==> config.mk <==
export PLATFORM = sky130hd
export DESIGN_NAME = uart_stat_irq
export DESIGN_NICKNAME = d
export VERILOG_FILES = /design/src/rtl/uart_stat_pkg.sv /design/src/rtl/usi_flag.sv /design/src/rtl/usi_err_bank.sv /design/src/rtl/usi_irq_comb.sv /design/src/rtl/uart_stat_irq.sv
export SDC_FILE = /design/constraint.sdc
export NUM_CORES = 1
export LEC_CHECK = 0
export CORE_AREA = 5 5 42 44
export CTS_CLUSTER_SIZE = 8
export DETAILED_ROUTE_END_ITERATION = 8
export DIE_AREA = 0 0 47 49
export PLACE_DENSITY = 0.68
export SYNTH_ARGS = -nofsm -noshare
export SYNTH_HDL_FRONTEND = slang
export SYNTH_SLANG_ARGS = --single-unit
==> constraint.sdc <==
create_clock -name clk -period 1.3 [get_ports clk]
set_input_delay 0.39 -clock clk [delete_from_list [all_inputs] [get_ports clk]]
set_output_delay 0.39 -clock clk [all_outputs]
set_load 0.05 [all_outputs]
==> src/rtl/uart_stat_pkg.sv <==
package uart_stat_pkg;
  localparam int STAT_W  = 8;
  localparam int ERR_CNT = 3;

  localparam int ST_TXEN  = 0;
  localparam int ST_RXEN  = 1;
  localparam int ST_RSVD  = 2;
  localparam int ST_TBE   = 3;
  localparam int ST_RDF   = 4;
  localparam int ST_ERR_LO = 5;

  typedef enum logic [1:0] {
    ERR_FRAME = 2'd0,
    ERR_OVRN  = 2'd1,
    ERR_PAR   = 2'd2
  } err_idx_e;
endpackage

==> src/rtl/usi_flag.sv <==
module usi_flag #(
  parameter bit RST_VAL = 1'b0
) (
  input  logic clk,
  input  logic rst_n,
  input  logic set_i,
  input  logic clr_i,
  output logic q_o
);
  always_ff @(posedge clk or negedge rst_n) begin
    if (!rst_n)     q_o <= RST_VAL;
    else if (set_i) q_o <= 1'b1;
    else if (clr_i) q_o <= 1'b0;
  end
endmodule

==> src/rtl/usi_err_bank.sv <==
module usi_err_bank #(
  parameter int NUM_ERR = 3
) (
  input  logic               clk,
  input  logic               rst_n,
  input  logic [NUM_ERR-1:0] set_i,
  input  logic               clr_i,
  output logic [NUM_ERR-1:0] err_o
);
  for (genvar g = 0; g < NUM_ERR; g++) begin : g_err
    usi_flag #(.RST_VAL(1'b0)) u_flag (
      .clk  (clk),
      .rst_n(rst_n),
      .set_i(set_i[g]),
      .clr_i(clr_i),
      .q_o  (err_o[g])
    );
  end
endmodule

==> src/rtl/usi_irq_comb.sv <==
module usi_irq_comb #(
  parameter int NUM_ERR = 3
) (
  input  logic               tx_en_i,
  input  logic               rx_en_i,
  input  logic               tbe_i,
  input  logic               rdf_i,
  input  logic [NUM_ERR-1:0] err_i,
  output logic               tx_irq_o,
  output logic               rx_irq_o,
  output logic               valid_o
);
  logic any_err;

  always_comb begin
    any_err  = |err_i;
    tx_irq_o = tx_en_i & tbe_i;
    rx_irq_o = rx_en_i & (rdf_i | any_err);
    valid_o  = rdf_i & ~any_err;
  end
endmodule

==> src/rtl/uart_stat_irq.sv <==
module uart_stat_irq
  import uart_stat_pkg::*;
(
  input  logic              clk,
  input  logic              rst_n,
  input  logic              tx_load_i,
  input  logic              tx_shift_i,
  input  logic              rx_done_i,
  input  logic              rx_read_i,
  input  logic              frame_err_i,
  input  logic              par_err_i,
  input  logic              en_wr_i,
  input  logic [STAT_W-1:0] en_wdata_i,
  input  logic              errclr_wr_i,
  input  logic              errclr_wdata_i,
  output logic              tx_irq_o,
  output logic              rx_irq_o,
  output logic              rx_data_valid_o,
  output logic [STAT_W-1:0] status_o
);
  logic               tx_en_q, rx_en_q;
  logic               tbe, rdf;
  logic [ERR_CNT-1:0] err_set, err_q;
  logic               err_clr;
  logic               ovrn_evt;
  logic               unused_wbits;

  assign unused_wbits = ^en_wdata_i[STAT_W-1:ST_RSVD];

  // Interrupt enables, written through the status byte.
  always_ff @(posedge clk or negedge rst_n) begin
    if (!rst_n) begin
      tx_en_q <= 1'b0;
      rx_en_q <= 1'b0;
    end else if (en_wr_i) begin
      tx_en_q <= en_wdata_i[ST_TXEN];
      rx_en_q <= en_wdata_i[ST_RXEN];
    end
  end

  usi_flag #(.RST_VAL(1'b1)) u_tbe (
    .clk  (clk),
    .rst_n(rst_n),
    .set_i(tx_shift_i),
    .clr_i(tx_load_i),
    .q_o  (tbe)
  );

  usi_flag #(.RST_VAL(1'b0)) u_rdf (
    .clk  (clk),
    .rst_n(rst_n),
    .set_i(rx_done_i),
    .clr_i(rx_read_i),
    .q_o  (rdf)
  );

  // New byte lands while the previous one is still unread.
  assign ovrn_evt = rx_done_i & rdf & ~rx_read_i;

  always_comb begin
    err_set            = '0;
    err_set[ERR_FRAME] = frame_err_i;
    err_set[ERR_OVRN]  = ovrn_evt;
    err_set[ERR_PAR]   = par_err_i;
    err_clr            = errclr_wr_i & ~errclr_wdata_i;
  end

  usi_err_bank #(.NUM_ERR(ERR_CNT)) u_errs (
    .clk  (clk),
    .rst_n(rst_n),
    .set_i(err_set),
    .clr_i(err_clr),
    .err_o(err_q)
  );

  usi_irq_comb #(.NUM_ERR(ERR_CNT)) u_irq (
    .tx_en_i (tx_en_q),
    .rx_en_i (rx_en_q),
    .tbe_i   (tbe),
    .rdf_i   (rdf),
    .err_i   (err_q),
    .tx_irq_o(tx_irq_o),
    .rx_irq_o(rx_irq_o),
    .valid_o (rx_data_valid_o)
  );

  always_comb begin
    status_o                            = '0;
    status_o[ST_TXEN]                   = tx_en_q;
    status_o[ST_RXEN]                   = rx_en_q;
    status_o[ST_TBE]                    = tbe;
    status_o[ST_RDF]                    = rdf;
    status_o[ST_ERR_LO+ERR_CNT-1:ST_ERR_LO] = err_q;
  end
endmodule

==> results_dict.tcl <==
set metrics [dict create \
    status "finished, violations left" \
    violations "setup timing" \
    drive_gt1_share_pct 52.5 \
    cts_made_buffers 3 \
    crit-reg2reg-launch "u_rdf.q_o" \
    portBuffers 22 \
    dr.first_iter.drc_count 2 \
    crit_path_start_kind "flip-flop" \
    grt_start_max_net_pins 8 \
    n_fill_cell 130 \
    seqPwrFrac_pct 31.8 \
    syn_inst 29 \
    synth_top_area_share_pct 43.8 \
    drc 0 \
    p_sw_mw 0.251 \
    pin_count 30 \
    avgRoutedWirePerCell_um 11.0 \
    fp-row-count 14 \
    grt_pass1_vias 300 \
    regToRegEndpoint "u_errs.g_err[1].u_flag.q_o" \
    hold_buffers 0 \
    min_path_type "in -> async" \
    clkSinkCount 7 \
    final_max_slew_viol_count 0 \
    viasPerCell 4.16 \
    finalCriticalPeriod_ns 1.65 \
    path_clk_slew_ns 0.05 \
    routabilityCongestion 0.698 \
    synth.net_count 48 \
    path_class "reg -> out" \
    diodes 0 \
    maxCapViolCount 0 \
    ir_worst_vdd_mv 0.603 \
    endpoint_kind "output port" \
    grt_setup_unrepaired "yes" \
    stdcell_count 77 \
    fin_worst_skew_ns 0.000170 \
    root_buffer "clkbuf_4" \
    clkPwrFrac_pct 23.4 \
    worstPathRequired_ns 0.91 \
    finalHoldViolations 0 \
    dieArea_um2 2300 \
    p_leak_nw 0.365 \
    start_util_pct 24.5 \
    layout.nets 81 \
    internal-power_mw 0.560 \
    fin_util_pct 56.3 \
    grt_pass1_wl_um 1290 \
    gr-total-overflow 0 \
    drt-pass1-iter-count 2 \
    power_frac_comb_pct 44.8 \
    synth_seq_cells 7 \
    drt-total-wl_um 846 \
    arrival_ns 1.26 \
    core_um2 1400 \
    cts_tree "built" \
    seq_area_frac_synth_pct 51.5 \
    avgSynthCellArea_um2 11.8 \
    htree_levels 1 \
    worstPathMaxFanout 2 \
    r2r.worst_path.cells 5 \
    syn_to_final_growth_pct 130 \
    antenna_found_initial 0 \
    ys_top_cells_by_area "dfrtp_1, buf_4, a21o_1" \
    setup_slack_ns -0.346 \
    ys_warn_count 0 \
    grt.total_usage_pct 8.50 \
    vias 320 \
    min_period_over_period_pct 127 \
    fp.dieW_um 47 \
    ant_nets 0 \
    clock_latency_ns 0.25 \
    dp_cells 69 \
    final_common_cell "clkdlybuf4s50_1" \
    fmax_ghz 0.608 \
    cellPowerDensity_nw_per_um2 1030 \
    dp_slack_ns -0.115 \
    reg2reg_slack_ns 0.10 \
    yosys.area.top_type "dfrtp_1" \
    setup_viol 8 \
    ys_types 12 \
    cts.path.max_buffers 2 \
    final_cell_mix "clkdlybuf4s50_1, buf_12, buf_6" \
    fp.dieH_um 49 \
    swShare_pct 31.0 \
    syn_area_um2 343 \
]
[sequential cells by signal, indices dropped and copies added (netlist names)]
signal                   cells
u_errs.g_err.u_flag.q_o      3
rx_en_q                      1
tx_en_q                      1
u_rdf.q_o                    1
u_tbe.q_o                    1
[cell usage after synthesis]
cell type,count
buf_4,8
dfrtp_1,6
a21o_1,4
inv_1,2
mux2_2,2
a32o_1,1
and2_1,1
conb_1,1
dfstp_2,1
nand2b_1,1
nor4b_1,1
o41a_1,1
[power groups by stage]
stage	Combinational (mW)	Clock [mW]	Sequential, mW
global placement	0.329	0	0.259
finish	0.363	0.190	0.258
CTS	0.353	0.203	0.257
floorplan	0.161	0	0.260
global route	0.379	0.212	0.261
detailed placement	0.332	0	0.259
[worst max-delay path: stages, from the launching register on]
cell and delay [ns]:
dfrtp_1 0.39, buf_6 0.13, nor4b_4 0.31, buf_12 0.18
[area by class of cell]
cell class,instances,area (um2),area share [%]
Clock buffer,4,26.3,3.33
Sequential cell,7,176,22.3
Multi-Input combinational cell,12,116,14.7
Inverter,2,7.51,0.951
Timing Repair Buffer,36,443,56.1
Tap cell,16,20.0,2.54
[layer usage]
metal | track usage, % | wire length (um) | vias up
met5 | 0 | 0 | -
met4 | 11.1 | 44 | 0
met3 | 2.21 | 69 | 4
met2 | 11.5 | 442 | 16
met1 | 8.74 | 290 | 146
li1 | - | - | 154
[cells by family (layout without fill, tap and decap cells)]
kind of cell           after synthesis  count (layout)  share of synthesized area [%]
buffers and inverters               10              42                           19.7
flip-flops                           7               7                           51.5
AO/OA/AOI/OAI                        6               6                           15.0
AND/OR/NAND/NOR                      3               3                           6.21
multiplexers                         2               2                           6.57
other                                1               1                           1.09
[worst max-delay path by stage]
| stage | to | slack [ns] | cells past startpoint | start |
|---|---|---|---|---|
| after floorplan | rx_data_valid_o | -0.17 | 1 | u_errs.g_err[1].u_flag.q_o |
| after global placement | rx_data_valid_o | -0.11 | 3 | u_errs.g_err[1].u_flag.q_o |
| after detailed placement | rx_data_valid_o | -0.11 | 3 | u_errs.g_err[1].u_flag.q_o |
| after CTS | rx_data_valid_o | -0.36 | 3 | u_errs.g_err[0].u_flag.q_o |
| after global routing | rx_data_valid_o | -0.39 | 3 | u_errs.g_err[0].u_flag.q_o |
| final | rx_data_valid_o | -0.35 | 3 | u_errs.g_err[0].u_flag.q_o |
[per-stage QoR]
stage          setup TNS, ns  total power, mW  cell area, um2  hold slack, ns
3_5_place_dp          -0.311            0.591             702           0.593
5_1_grt                -1.52            0.853             790           0.404
6_report               -1.20            0.812             790           0.396
2_1_floorplan         -0.304            0.420             359          0.0944
4_1_cts                -1.30            0.813             771           0.395
3_3_place_gp          -0.305            0.588             702           0.591
[what timing repair did]
action | in CTS | in global routing
endpoints found under the setup margin | 9 | 9
gates resized for setup | 8 | 2
buffers inserted | 2 | 3
gates cloned | 0 | 0
pin swaps | 2 | 1
hold endpoints to repair | 0 | 0
(Power assumes the default switching activity.)
